**src/rtl/lpd_pkg.sv**
```systemverilog
package lpd_pkg;

  typedef enum logic [2:0] {
    ST_TYPE  = 3'd0,
    ST_TMARK = 3'd1,
    ST_LBIT  = 3'd2,
    ST_LMARK = 3'd3,
    ST_PAY   = 3'd4,
    ST_HALT  = 3'd5
  } dec_state_e;

endpackage

```
**src/rtl/lpd_rst_sync.sv**
```systemverilog
module lpd_rst_sync #(
  parameter int STAGES = 2
) (
  input  logic clk,
  input  logic rst_n,
  output logic rst_sync_n
);

  logic [STAGES-1:0] chain_q;
  logic [STAGES-1:0] chain_d;

  always_comb begin
    chain_d = {chain_q[STAGES-2:0], 1'b1};
  end

  always_ff @(posedge clk or negedge rst_n) begin
    if (!rst_n) chain_q <= '0;
    else        chain_q <= chain_d;
  end

  assign rst_sync_n = chain_q[STAGES-1];

endmodule

```
**src/rtl/lpd_prefix.sv**
```systemverilog
module lpd_prefix #(
  parameter int LEN_W = 24,
  localparam int CNT_W = $clog2(LEN_W + 1)
) (
  input  logic             clk,
  input  logic             rst_n,
  input  logic             clr,
  input  logic             shift,
  input  logic             bit_in,
  output logic [LEN_W-1:0] value,
  output logic             full
);

  localparam logic [CNT_W-1:0] CNT_MAX = CNT_W'(LEN_W);

  logic [LEN_W-1:0] acc_q, acc_d;
  logic [CNT_W-1:0] cnt_q, cnt_d;
  logic             acc_en;

  always_comb begin
    acc_en = clr | shift;
    acc_d  = acc_q;
    cnt_d  = cnt_q;
    if (clr) begin
      acc_d = '0;
      cnt_d = '0;
    end else if (shift) begin
      acc_d = {acc_q[LEN_W-2:0], bit_in};
      cnt_d = cnt_q + 1'b1;
    end
  end

  always_ff @(posedge clk or negedge rst_n) begin
    if (!rst_n) begin
      acc_q <= '0;
      cnt_q <= '0;
    end else if (acc_en) begin
      acc_q <= acc_d;
      cnt_q <= cnt_d;
    end
  end

  assign value = acc_q;
  assign full  = (cnt_q == CNT_MAX);

  AST_CNT_BOUND: assert property (@(posedge clk) disable iff (!rst_n)
    cnt_q <= CNT_MAX);

  AST_NO_SHIFT_WHEN_FULL: assert property (@(posedge clk) disable iff (!rst_n)
    full |-> !shift);

endmodule

```
**src/rtl/lpd_payload.sv**
```systemverilog
module lpd_payload #(
  parameter int LEN_W = 24
) (
  input  logic             clk,
  input  logic             rst_n,
  input  logic             load,
  input  logic [LEN_W-1:0] load_len,
  input  logic             take,
  input  logic             bit_in,
  output logic             last_now,
  output logic             pay_bit,
  output logic             pay_valid,
  output logic             pay_first,
  output logic             pay_last
);

  logic [LEN_W-1:0] remain_q, remain_d;
  logic             fpend_q, fpend_d;
  logic             cnt_en;
  logic             pb_q, pb_d;
  logic             pv_q, pv_d;
  logic             pf_q, pf_d;
  logic             pl_q, pl_d;

  assign last_now = (remain_q == LEN_W'(1));

  always_comb begin
    cnt_en   = load | take;
    remain_d = remain_q;
    fpend_d  = fpend_q;
    pb_d     = pb_q;
    pv_d     = 1'b0;
    pf_d     = 1'b0;
    pl_d     = 1'b0;
    if (load) begin
      remain_d = load_len;
      fpend_d  = 1'b1;
    end else if (take) begin
      remain_d = remain_q - 1'b1;
      fpend_d  = 1'b0;
      pb_d     = bit_in;
      pv_d     = 1'b1;
      pf_d     = fpend_q;
      pl_d     = last_now;
    end
  end

  always_ff @(posedge clk or negedge rst_n) begin
    if (!rst_n) begin
      remain_q <= '0;
      fpend_q  <= 1'b0;
    end else if (cnt_en) begin
      remain_q <= remain_d;
      fpend_q  <= fpend_d;
    end
  end

  always_ff @(posedge clk or negedge rst_n) begin
    if (!rst_n) begin
      pb_q <= 1'b0;
      pv_q <= 1'b0;
      pf_q <= 1'b0;
      pl_q <= 1'b0;
    end else begin
      pb_q <= pb_d;
      pv_q <= pv_d;
      pf_q <= pf_d;
      pl_q <= pl_d;
    end
  end

  assign pay_bit   = pb_q;
  assign pay_valid = pv_q;
  assign pay_first = pf_q;
  assign pay_last  = pl_q;

  AST_TAKE_NONEMPTY: assert property (@(posedge clk) disable iff (!rst_n)
    take |-> (remain_q != '0));

  AST_LOAD_NONZERO: assert property (@(posedge clk) disable iff (!rst_n)
    load |-> (load_len != '0));

endmodule

```
**src/rtl/lpd_ctrl.sv**
```systemverilog
module lpd_ctrl
  import lpd_pkg::*;
#(
  parameter int LEN_W    = 24,
  parameter bit HAS_TYPE = 1'b1
) (
  input  logic             clk,
  input  logic             rst_n,
  input  logic             in_bit,
  input  logic             in_valid,
  input  logic [LEN_W-1:0] pfx_value,
  input  logic             pfx_full,
  input  logic             pay_last_now,
  output logic             pfx_clr,
  output logic             pfx_shift,
  output logic             pay_load,
  output logic             pay_take,
  output logic             len_valid,
  output logic [LEN_W-1:0] len_value,
  output logic             fld_type,
  output logic             err_overflow
);

  localparam dec_state_e START = HAS_TYPE ? ST_TYPE : ST_LBIT;

  dec_state_e       state_q, state_d;
  logic             type_q, type_d;
  logic             lv_q, lv_d;
  logic [LEN_W-1:0] lval_q, lval_d;
  logic             ftype_q, ftype_d;
  logic             err_q, err_d;

  always_comb begin
    state_d   = state_q;
    type_d    = type_q;
    lv_d      = 1'b0;
    lval_d    = lval_q;
    ftype_d   = ftype_q;
    err_d     = err_q;
    pfx_clr   = 1'b0;
    pfx_shift = 1'b0;
    pay_load  = 1'b0;
    pay_take  = 1'b0;
    if (in_valid) begin
      case (state_q)
        ST_TYPE: begin
          type_d  = in_bit;
          state_d = ST_TMARK;
        end
        ST_TMARK: begin
          state_d = ST_LBIT;
        end
        ST_LBIT: begin
          pfx_shift = 1'b1;
          state_d   = ST_LMARK;
        end
        ST_LMARK: begin
          if (in_bit) begin
            lv_d    = 1'b1;
            lval_d  = pfx_value;
            ftype_d = type_q;
            pfx_clr = 1'b1;
            if (pfx_value == '0) begin
              state_d = START;
            end else begin
              pay_load = 1'b1;
              state_d  = ST_PAY;
            end
          end else if (pfx_full) begin
            err_d   = 1'b1;
            state_d = ST_HALT;
          end else begin
            state_d = ST_LBIT;
          end
        end
        ST_PAY: begin
          pay_take = 1'b1;
          if (pay_last_now) state_d = START;
        end
        default: begin
          state_d = state_q;
        end
      endcase
    end
  end

  always_ff @(posedge clk or negedge rst_n) begin
    if (!rst_n) begin
      state_q <= START;
      type_q  <= 1'b0;
      lv_q    <= 1'b0;
      lval_q  <= '0;
      ftype_q <= 1'b0;
      err_q   <= 1'b0;
    end else begin
      state_q <= state_d;
      type_q  <= type_d;
      lv_q    <= lv_d;
      lval_q  <= lval_d;
      ftype_q <= ftype_d;
      err_q   <= err_d;
    end
  end

  assign len_valid    = lv_q;
  assign len_value    = lval_q;
  assign fld_type     = ftype_q;
  assign err_overflow = err_q;

  AST_HALT_STICKY: assert property (@(posedge clk) disable iff (!rst_n)
    (state_q == ST_HALT) |=> (state_q == ST_HALT));

  AST_TAKE_ONLY_IN_PAY: assert property (@(posedge clk) disable iff (!rst_n)
    pay_take |-> (state_q == ST_PAY));

endmodule

```
**src/rtl/lpd_field_decoder.sv**
```systemverilog
module lpd_field_decoder #(
  parameter int LEN_W    = 24,
  parameter bit HAS_TYPE = 1'b1
) (
  input  logic             clk,
  input  logic             rst_n,
  input  logic             in_bit,
  input  logic             in_valid,
  output logic             pay_bit,
  output logic             pay_valid,
  output logic             pay_first,
  output logic             pay_last,
  output logic             len_valid,
  output logic [LEN_W-1:0] len_value,
  output logic             fld_type,
  output logic             err_overflow
);

  logic             rst_sync_n;
  logic             pfx_clr;
  logic             pfx_shift;
  logic [LEN_W-1:0] pfx_value;
  logic             pfx_full;
  logic             pay_load;
  logic             pay_take;
  logic             pay_last_now;

  lpd_rst_sync #(.STAGES(2)) u_rst (
    .clk        (clk),
    .rst_n      (rst_n),
    .rst_sync_n (rst_sync_n)
  );

  lpd_prefix #(.LEN_W(LEN_W)) u_prefix (
    .clk    (clk),
    .rst_n  (rst_sync_n),
    .clr    (pfx_clr),
    .shift  (pfx_shift),
    .bit_in (in_bit),
    .value  (pfx_value),
    .full   (pfx_full)
  );

  lpd_payload #(.LEN_W(LEN_W)) u_payload (
    .clk       (clk),
    .rst_n     (rst_sync_n),
    .load      (pay_load),
    .load_len  (pfx_value),
    .take      (pay_take),
    .bit_in    (in_bit),
    .last_now  (pay_last_now),
    .pay_bit   (pay_bit),
    .pay_valid (pay_valid),
    .pay_first (pay_first),
    .pay_last  (pay_last)
  );

  lpd_ctrl #(.LEN_W(LEN_W), .HAS_TYPE(HAS_TYPE)) u_ctrl (
    .clk          (clk),
    .rst_n        (rst_sync_n),
    .in_bit       (in_bit),
    .in_valid     (in_valid),
    .pfx_value    (pfx_value),
    .pfx_full     (pfx_full),
    .pay_last_now (pay_last_now),
    .pfx_clr      (pfx_clr),
    .pfx_shift    (pfx_shift),
    .pay_load     (pay_load),
    .pay_take     (pay_take),
    .len_valid    (len_valid),
    .len_value    (len_value),
    .fld_type     (fld_type),
    .err_overflow (err_overflow)
  );

  AST_FLAGS_NEED_VALID: assert property (@(posedge clk) disable iff (!rst_sync_n)
    (pay_first || pay_last) |-> pay_valid);

  AST_QUIET_WITHOUT_INPUT: assert property (@(posedge clk) disable iff (!rst_sync_n)
    !$past(in_valid) |-> !(pay_valid || len_valid));

  AST_ERR_STICKY: assert property (@(posedge clk) disable iff (!rst_sync_n)
    err_overflow |=> err_overflow);

  AST_ERR_SILENT: assert property (@(posedge clk) disable iff (!rst_sync_n)
    err_overflow |-> !(pay_valid || len_valid));

  AST_LEN_NOT_WITH_PAY: assert property (@(posedge clk) disable iff (!rst_sync_n)
    len_valid |-> !pay_valid);

endmodule

```
**config.mk**
```make
export PLATFORM = sky130hd
export DESIGN_NAME = lpd_field_decoder
export DESIGN_NICKNAME = d
export VERILOG_FILES = /design/src/rtl/lpd_pkg.sv /design/src/rtl/lpd_rst_sync.sv /design/src/rtl/lpd_prefix.sv /design/src/rtl/lpd_payload.sv /design/src/rtl/lpd_ctrl.sv /design/src/rtl/lpd_field_decoder.sv
export SDC_FILE = /design/constraint.sdc
export NUM_CORES = 1
export LEC_CHECK = 0
export BUFFER_PORTS_ARGS = -buffer_cell sky130_fd_sc_hd__clkbuf_2
export CORE_MARGIN = 2
export CORE_UTILIZATION = 50
export DETAILED_ROUTE_END_ITERATION = 16
export GPL_TIMING_DRIVEN = 0
export PLACE_DENSITY = 0.68
export REMOVE_ABC_BUFFERS = 1
export SLEW_MARGIN = 20
export SYNTH_ARGS = -nofsm -noshare
export SYNTH_HDL_FRONTEND = slang
export SYNTH_SLANG_ARGS = --single-unit
```
**constraint.sdc**
```tcl
create_clock -name clk -period 4.55 [get_ports clk]
set_input_delay 0.91 -clock clk [delete_from_list [all_inputs] [get_ports clk]]
set_output_delay 0.91 -clock clk [all_outputs]
set_load 0.005 [all_outputs]
```
==> flow_metrics.py, run 1 <==
metrics = {
    "yosys": {
        "syn_inst": 414,
        "synth_area_leader_cell": "dfrtp_1",
        "synth_flop_cell": "dfrtp_1",
        "synth_most_common_cell": "nand2_1",
        "synth_seq_cells": 91,
        "synthAdderAreaFrac": 0.01273,
        "synth_top_family_by_area": "simple AND/OR/NAND/NOR gates",
        "synthMuxAreaShare": 0.002865,
        "avgSynthCellArea_um2": 9.493,
        "synth_top_cell_area_share": 0.5794,
        "synthesis.area_um2": 3930,
        "synth_simple_gate_area_share": 0.2636,
        "synth_seq_area_share": 0.5794,
        "synth_enable_flop_cells": 0,
        "ys_top_cells_by_count": "nand2_1 (134), dfrtp_1 (91), nand3_1 (31)",
        "synthTopCellsByArea": "dfrtp_1 (58%), nand2_1 (13%), nand3_1 (3.9%)",
        "synth_xor_area_frac": 0.04680,
        "synth-compound-area-share": 0.06749,
        "async_flop_share": 1.000,
        "ys_types": 41,
        "ys_warn_count": 0,
    },
    "timing": {
        "clock_skew_ns": 0.008355,
        "setup_slack_ns": 0.9563,
        "hold_slack_ns": 0.3213,
        "fin_crit_ns": 3.594,
        "fin_crit_sh": 0.7898,
        "tightestPinTransition_ns": 0.9858,
        "slew_headroom": 0.3388,
        "setup_violations": 0,
        "rsz0062_at_grt": "false",
        "final-hold-violation-count": 0,
        "final-max-slew-violation-count": 0,
        "max_freq_ghz": 0.2783,
    },
    "floorplanning": {
        "start_util": 0.5112,
        "chipHeight_um": 92.66,
        "fp.dieArea_um2": 8585,
        "die_w_um": 92.66,
        "std_cell_rows": 32,
        "ios": 35,
        "core_um2": 7687,
    },
    "setup_path": {
        "endpoint": "u_payload.remain_q[7]",
        "worst_setup_path_start_kind": "input pin",
        "worstSetupPathType": "input pin to register",
        "r2r_end": "u_payload.remain_q[7]",
        "reg2regPathDepth": 7,
        "cp_data_required_time_ns": 4.84,
        "critical_path_arrival_ns": 3.89,
        "crit_start": "in_valid",
        "r2r_slack_ns": 1.14,
        "crit_fanout": 34,
        "endpoint_kind": "register",
        "r2r-start": "u_ctrl.state_q[0]",
    },
    "routing": {
        "via_per_inst": 5.439,
        "wirelength_um": 8433,
        "ant_nets": 0,
        "dr_total_vias": 2986,
        "first_pass_iters": 5,
        "drc": 0,
        "wire_per_inst_um": 15.36,
        "drt_iter0_drc": 292,
    },
    "global_routing": {
        "antenna_found_initial": 0,
        "use_met3": 0.02929,
        "met1_usage": 0.2989,
        "met2_usage": 0.3382,
        "grt_max_degree": 51,
        "grt_overflow": 0,
        "track_usage": 0.2163,
        "grt_pass1_wl_um": 14460,
        "grt_pass1_vias": 3016,
        "top_usage_layer": "met2",
    },
    "placed_design": {
        "hpwl_um": 5544,
        "gp_congestion": 0.8045,
        "numPortBuffers": 34,
        "pre_cts_ws_ns": 0.4963,
    },
    "pwr": {
        "power_frac_seq": 0.481,
        "power.leakage_nw": 2.361,
        "switching_power_mw": 0.8663,
        "p_sw_frac": 0.3609,
        "peakVddDrop_mv": 0.2914,
        "p_int_mw": 1.534,
        "p_per_area_nw_per_um2": 544.5,
        "pwr-share-comb": 0.304,
        "power_frac_clock": 0.216,
    },
    "layout": {
        "n_antenna_cell": 0,
        "multi_input_area_um2": 1560,
        "n_fill_cell": 719,
        "drive_above_1_share": 0.1365,
        "final_util": 0.5734,
        "areaGrowthSynthToFinish_pct": 12.16,
        "seq_area_um2": 2281,
        "nets": 452,
    },
    "clock_network": {
        "clk_pin_slew_ns": 0.09,
        "hold_buffers": 0,
        "clk_latency_ns": 0.35,
        "ctsResizeCount": 0,
        "post_cts_buffers": 0,
        "clockBufferDepth": 2,
        "ctsRootBufferMaster": "clkbuf_8",
        "cts_sinks": 91,
        "cts_max_level": 3,
        "cts_tree": "yes",
        "cts_buffers": 9,
    },
    "job": {
        "maxCapViolCount": 0,
    },
    "worst_hold_path": {
        "hp-class": "input pin to async pin",
    },
    "run_status": {
        "status": "complete, no violations",
    },
}
power groups by stage:
stage | registers [mW] | clock network [mW] | logic [mW]
after floorplan | 1.13 | 0 | 0.520
after global placement | 1.16 | 0 | 0.673
after detailed placement | 1.17 | 0 | 0.725
after CTS | 1.15 | 0.526 | 0.729
after global routing | 1.18 | 0.553 | 0.829
final | 1.15 | 0.517 | 0.729
final cells by class:
type / count / share of cell area
well taps: 102 / 0.02895
clock buffers: 10 / 0.02895
repair buffers: 38 / 0.05365
multi-input cells: 296 / 0.3540
flip-flops and latches: 91 / 0.5175
clock inverters: 4 / 0.01022
inverters: 8 / 0.006812
flip-flops by register name (all words and copies together) (netlist names):
| name | cells |
|---|---|
| u_ctrl.len_value | 24 |
| u_ctrl.state_q | 3 |
| u_ctrl.len_valid | 1 |
| u_payload.pay_last | 1 |
| u_payload.pay_first | 1 |
| u_prefix.value | 24 |
| u_payload.remain_q | 24 |
| u_ctrl.type_q | 1 |
| u_prefix.cnt_q | 5 |
| u_payload.pay_valid | 1 |
| u_ctrl.err_overflow | 1 |
| u_payload.fpend_q | 1 |
| u_rst.chain_q | 2 |
| u_ctrl.fld_type | 1 |
| u_payload.pay_bit | 1 |
kinds of logic (layout without fill, tap and decap cells):
| group | Yosys count | after routing |
|---|---|---|
| other | 1 | 1 |
| xor gates and xnor gates | 21 | 21 |
| DFF | 91 | 91 |
| and+or+nand+nor | 227 | 227 |
| muxes | 1 | 1 |
| adders and majority gates | 4 | 4 |
| buffers and inverters | 27 | 60 |
| AOI/OAI and AO/OA | 42 | 42 |
critical path, cell delays in order:
cell	delay (ns)
clkbuf_2	0.10
and3b_1	0.24
nand3_2	0.33
buf_12	0.26
clkinv_1	0.80
o21a_1	0.57
nor2_1	0.44
a221o_1	0.22
through the flow:
step                setup TNS, ns  cell area, um^2  cells  power [mW]
CTS                             0             4408    549       2.408
global route                    0             4408    549       2.561
finish                          0             4408    549       2.400
global placement           -18.75             4155    531       1.833
floorplan                       0             3857    395       1.652
detailed placement              0             4235    535       1.894
per-layer routing:
layer / wire (um) / part of all wire
met1: 3923 / 0.47
met2: 4077 / 0.48
met3: 232 / 0.028
met4: 199 / 0.024
met5: 0 / 0
cells in the final DEF (no fill, tap or decap), types with 2 or more instances in the layout:
master      n
a21o_1      6
a21oi_1     3
clkbuf_2   34
clkbuf_8    9
clkinv_2    3
dfrtp_1    90
ha_1        4
inv_1       6
nand2_1   134
nand2b_1    3
nand3_1    30
nand3b_1    2
nand4_1     5
nor2_1     13
nor3_1      8
nor4_1     11
o211ai_1    5
o21a_1      2
o21ai_0    19
o311ai_0    2
or3_1       3
or4_1       5
or4_4       3
xnor2_1    14
xor2_1      7
worst min path at each step:
| stage | depth (start not counted) | to | start | slack (ns) |
|---|---|---|---|---|
| 2_1_floorplan | 0 | u_rst.chain_q[1] | u_rst.chain_q[0] | 0.33 |
| 3_3_place_gp | 0 | u_rst.chain_q[1] | u_rst.chain_q[0] | 0.34 |
| 3_5_place_dp | 0 | u_rst.chain_q[1] | u_rst.chain_q[0] | 0.34 |
| 4_1_cts | 1 | u_rst.chain_q[1] | rst_n | 0.31 |
| 5_1_grt | 1 | u_rst.chain_q[1] | rst_n | 0.31 |
| 6_report | 1 | u_rst.chain_q[1] | rst_n | 0.32 |
Power figures use the tool's default switching activity.
==> run 2: changes to the inputs <==
clock period = 3.4 ns   (was 4.55 ns; I/O delays follow)
==> run 2 against run 1 <==
  * Global-route usage did not move
  * Clock skew did not move
  * Sequential cell count did not move
  * Final cell count did not move
  * Largest power group unchanged
  * Sequential share of layout area barely moved
  * Design area barely moved
  * Total power rose by 34%
  * First-iteration DRC count did not move
  * Clock power rose by 34%
==> flow_metrics.py, run 2 (synthesis results as in run 1) <==
metrics = {
    "timing": {
        "rsz0062_at_grt": "false",
        "final-max-slew-violation-count": 0,
        "slew_headroom": 0.3860,
        "tightestPinTransition_ns": 0.9210,
        "clock_skew_ns": 0.008355,
        "setup_slack_ns": 0.2486,
        "fin_crit_sh": 0.9269,
        "hold_slack_ns": 0.09132,
        "fin_tns_setup_ns": 0,
        "max_freq_ghz": 0.3173,
        "fin_crit_ns": 3.151,
        "final-hold-violation-count": 0,
        "setup_violations": 0,
    },
    "floorplanning": {
        "core_um2": 7687,
        "std_cell_rows": 32,
        "start_util": 0.5112,
        "chipHeight_um": 92.66,
        "fp.dieArea_um2": 8585,
        "ios": 35,
        "die_w_um": 92.66,
    },
    "job": {
        "maxCapViolCount": 0,
    },
    "clock_network": {
        "clk_pin_slew_ns": 0.09,
        "cts_sinks": 91,
        "clk_latency_ns": 0.35,
        "cts_max_level": 3,
        "hold_buffers": 0,
        "clockBufferDepth": 2,
        "cts_tree": "yes",
        "ctsRootBufferMaster": "clkbuf_8",
        "cts_buffers": 9,
    },
    "layout": {
        "n_fill_cell": 719,
        "final_cell_mix": "nand2_1 (134), dfrtp_1 (90), clkbuf_2 (34)",
        "drive_above_1_share": 0.1387,
        "n_antenna_cell": 0,
        "nets": 452,
        "areaGrowthSynthToFinish_pct": 12.26,
        "final_common_cell": "nand2_1",
        "fin_cells": 549,
    },
    "global_routing": {
        "track_usage": 0.2163,
        "antenna_found_initial": 0,
        "grt_pass1_wl_um": 14460,
        "grt_overflow": 0,
        "grt_pass1_vias": 3016,
        "grt_max_degree": 51,
    },
    "placed_design": {
        "numPortBuffers": 34,
        "pre_cts_ws_ns": -0.4237,
        "dp.cells": 535,
        "gp_congestion": 0.8045,
        "hpwl_um": 5544,
    },
    "worst_hold_path": {
        "hp-class": "input pin to async pin",
    },
    "setup_path": {
        "endpoint_kind": "register",
        "critical_path_arrival_ns": 3.39,
        "worst_setup_path_start_kind": "register",
        "cp_data_required_time_ns": 3.64,
        "worstSetupPathType": "register to register",
        "crit_fanout": 34,
    },
    "pwr": {
        "p_per_area_nw_per_um2": 728.3,
        "peakVddDrop_mv": 0.3899,
        "power_mw": 3.213,
        "power.leakage_nw": 2.358,
    },
    "routing": {
        "ant_nets": 0,
        "wirelength_um": 8433,
        "drc": 0,
        "drt_iter0_drc": 292,
        "dr_total_vias": 2986,
        "wire_per_inst_um": 15.36,
        "via_per_inst": 5.439,
        "first_pass_iters": 5,
    },
    "run_status": {
        "status": "complete, no violations",
    },
}
## run 2: changes by cell type in the layout (fill, tap and decap cells not counted), sizes merged
| cell | before | now |
|---|---|---|
| clkinv | 4 | 3 |
| clkinvlp | 0 | 1 |
## run 2: power by group
group          switching [mW]  leakage (nW)  internal [mW]
Clock                   0.363        0.0918          0.329
Sequential              0.235          1.23           1.31
Combinational           0.562          1.03          0.415
## run 2: routing by layer
metal  part of all wire  routed length [um]  up-vias  global-route usage
met2               0.48                4077       62              0.3382
met5                  0                   0        -                   0
met3              0.028                 232       16             0.02929
met4              0.024                 199        0              0.1078
met1               0.47                3923     1462              0.2989
li1                   -                   -     1446                   -
## run 2: timing repair
| action | CTS | global route |
|---|---|---|
| setup buffers | 0 | 0 |
| resized for setup | 1 | 0 |
| setup endpoints to repair | 2 | 0 |
## run 2: final cells by class
cell class                      count  area [um^2]  area share
Tap cell                          102        127.6     0.02893
Clock buffer                       10        127.6     0.02893
Inverter                            8        33.78    0.007657
Sequential cell                    91         2281      0.5170
Timing Repair Buffer               38        236.5     0.05360
Clock inverter                      4        45.04     0.01021
Multi-Input combinational cell    296         1560      0.3537
## run 2: final timing paths
kind,start,end,slack (ns),cells past startpoint
min,rst_n,u_rst.chain_q[1],0.09,1
max in group asynchronous,u_rst.chain_q[1],u_ctrl.len_value[2],2.45,1
min in group clk,u_rst.chain_q[0],u_rst.chain_q[1],0.36,0
max reg2reg,u_ctrl.state_q[2],u_payload.remain_q[7],0.25,7
min reg2reg,u_rst.chain_q[1],u_prefix.value[22],0.33,0
max,u_ctrl.state_q[2],u_payload.remain_q[7],0.25,7
## run 2: per-stage QoR
stage	area [um^2]	utilization
detailed placement	4235	0.5509
global placement	4155	0.5405
finish	4412	0.5739
floorplan	3857	-
CTS	4412	0.5739
global route	4412	0.5739
## run 2: critical path, cell delays in order (launching register included)
cell        delay [ns]
dfrtp_1           0.44
and3b_1           0.34
nand3_2           0.39
buf_12            0.33
clkinvlp_4        0.44
o21a_1            0.53
nor2_1            0.23
a221o_1           0.33
==> run 3: changes to the inputs <==
ABC_AREA = 1   (was unset)
==> run 3 against run 2 <==
  * Clock skew about the same
  * Synthesized cell count grew 29%
  * Combinational power grew 69%
  * Hold slack got worse by 0.0079 ns
  * Non-clock buffer count shrank 3
  * Sequential share of layout area shrank 3.7 points
==> flow_metrics.py, run 3 <==
metrics = {
    "routing": {
        "dr.max_layer_used": "met4",
        "drc": 0,
        "wl_met2_um": 4463,
        "wire_per_inst_um": 14.37,
        "wl_met1_um": 4644,
        "drt_iter0_drc": 227,
        "ant_nets": 0,
        "via_per_inst": 5.354,
        "wirelength_um": 9658,
        "dr_total_vias": 3598,
        "first_pass_iters": 5,
        "route.met3.wl_um": 412,
    },
    "clock_network": {
        "cts_tree": "yes",
        "clk_pin_slew_ns": 0.09,
        "ctsResizeCount": 0,
        "hold_buffers": 0,
        "ctsRootBufferMaster": "clkbuf_8",
        "post_cts_buffers": 0,
        "cts_sinks": 91,
        "cts_max_level": 3,
        "clk_latency_ns": 0.36,
        "clockBufferDepth": 2,
        "cts_buffers": 9,
    },
    "timing": {
        "final-hold-violation-count": 0,
        "clock_skew_ns": 0.008407,
        "fin_crit_ns": 3.005,
        "setup_violations": 0,
        "final-max-slew-violation-count": 0,
        "tightestPinTransition_ns": 1.070,
        "slew_headroom": 0.2837,
        "rsz0062_at_grt": "false",
        "fin_tns_setup_ns": 0,
        "fin_crit_sh": 0.8838,
        "max_freq_ghz": 0.3328,
    },
    "floorplanning": {
        "chipHeight_um": 96.88,
        "ios": 35,
        "start_util": 0.5197,
        "die_w_um": 96.88,
        "core_um2": 8299,
        "fp.dieArea_um2": 9385,
        "std_cell_rows": 33,
    },
    "layout": {
        "n_antenna_cell": 0,
        "drive_above_1_share": 0.1093,
        "final_cell_mix": "nand2_1 (147), dfrtp_1 (90), nor2_1 (64)",
        "final_common_cell": "nand2_1",
        "nets": 570,
        "fin_cells": 672,
        "final_cell_area_um2": 4756,
        "final_util": 0.5730,
        "areaGrowthSynthToFinish_pct": 10.27,
    },
    "placed_design": {
        "hpwl_um": 6669,
        "dp.cells": 656,
        "gp_congestion": 0.9261,
        "numPortBuffers": 34,
        "dpl_cell_area_um2": 4544,
    },
    "run_status": {
        "status": "complete, no violations",
    },
    "yosys": {
        "ys_top_cells_by_count": "nand2_1 (147), dfrtp_1 (91), nor2_1 (64)",
        "synth_seq_area_share": 0.5280,
        "synth_most_common_cell": "nand2_1",
        "ys_warn_count": 0,
        "synth_flop_cell": "dfrtp_1",
        "synth_area_leader_cell": "dfrtp_1",
        "synth_enable_flop_cells": 0,
        "synthTopCellsByArea": "dfrtp_1 (53%), nand2_1 (13%), nand3_1 (7.3%)",
        "ys_types": 32,
        "avgSynthCellArea_um2": 8.077,
        "synth_seq_cells": 91,
        "synth_top_cell_area_share": 0.5280,
        "async_flop_share": 1.000,
        "synthesis.area_um2": 4313,
        "syn_inst": 534,
    },
    "global_routing": {
        "grt_pass1_wl_um": 16580,
        "track_usage": 0.2176,
        "antenna_found_initial": 0,
        "grt_overflow": 0,
        "grt_pass1_vias": 3467,
        "grt_max_degree": 56,
    },
    "setup_path": {
        "crit_chain": "nor2_4 > inv_2 > nor3_4 > inv_2 > nand2_2 > o21ai_0",
        "cp_data_required_time_ns": 3.62,
        "critPathMaxStageDelay_ns": 0.81,
        "path_common_cell": "inv_2",
        "worstSetupPathType": "register to register",
        "crit_fanout": 37,
        "worst_setup_path_start_kind": "register",
        "slowest_stage": "nor3_4",
        "endpoint_kind": "register",
        "critical_path_arrival_ns": 3.23,
        "reg2regPathDepth": 6,
    },
    "pwr": {
        "peakVddDrop_mv": 0.4292,
        "power_frac_seq": 0.439,
        "power.leakage_nw": 2.502,
        "p_int_mw": 2.504,
        "pwr-share-comb": 0.381,
        "power_frac_clock": 0.180,
        "power_mw": 4.317,
        "switching_power_mw": 1.813,
        "p_per_area_nw_per_um2": 907.8,
        "p_sw_frac": 0.4200,
    },
    "worst_hold_path": {
        "hp-class": "input pin to async pin",
    },
    "job": {
        "maxCapViolCount": 0,
    },
}
## run 3: changes by cell type after synthesis, moves of 7 or more
cell	before	now
clkbuf_1	15	8
nor4_1	11	1
inv_1	7	55
o22ai_1	0	23
xnor2_1	14	3
nor2_1	13	64
nand4_1	5	12
nand3_1	31	63
nand2_1	134	147
## run 3: worst paths after layout
| check | from | endpoint | slack, ns |
|---|---|---|---|
| worst max-delay path | u_ctrl.state_q[2] | u_prefix.cnt_q[1] | 0.40 |
| worst min-delay path | rst_n | u_rst.chain_q[1] | 0.08 |
| worst max register to register | u_ctrl.state_q[2] | u_prefix.cnt_q[1] | 0.40 |
| worst min register to register | u_rst.chain_q[0] | u_rst.chain_q[1] | 0.36 |
| max in group asynchronous | u_rst.chain_q[1] | u_payload.remain_q[22] | 2.35 |
| min in group clk | u_rst.chain_q[0] | u_rst.chain_q[1] | 0.36 |
## run 3: layout make-up
cell class	count	area [um^2]
fill	785	3543
tap	105	131.4
timing repair buffer	35	190.2
sequential	91	2281
clock buffer	11	151.4
multi-input combinational	367	1724
clock inverter	5	60.06
inverter	58	217.7
## run 3: power groups by stage
stage | registers, mW | clock network (mW) | logic, mW
detailed placement | 1.91 | 0 | 1.64
floorplan | 1.85 | 0 | 1.17
global placement | 1.90 | 0 | 1.59
CTS | 1.89 | 0.788 | 1.65
finish | 1.89 | 0.777 | 1.65
global route | 1.96 | 0.829 | 1.91
## run 3: per-stage QoR
step | setup WS [ns] | hold WS, ns
finish | 0.3952 | 0.08342
global route | 0.1295 | 0.06227
CTS | 0.3394 | 0.07410
global placement | -0.3530 | 0.3393
floorplan | 0.6776 | 0.3312
detailed placement | 0.01698 | 0.3404
## run 3: cells by family (layout without fill, tap and decap cells)
family | after synthesis | in the layout | share of synthesized area
DFF | 91 | 91 | 0.5280
and+or+nand+nor | 301 | 301 | 0.3000
adders and majority gates | 4 | 4 | 0.01160
other | 1 | 1 | 0.0008695
AOI/OAI and AO/OA | 53 | 53 | 0.07108
xor gates and xnor gates | 8 | 8 | 0.01625
buffers and inverters | 76 | 109 | 0.07224
## run 3: routing by layer
layer  vias up  global-route usage
met2        80              0.3419
met5         -                   0
met3        13             0.04841
li1       1786                   -
met4         0             0.05634
met1      1719              0.3079
## run 3: critical path: cells and delay by family (launching register included)
kind                   cells  cell delay [ns]
AO/OA/AOI/OAI              1             0.16
flip-flops                 1             0.49
buffers and inverters      2             0.63
AND/OR/NAND/NOR            3             1.57
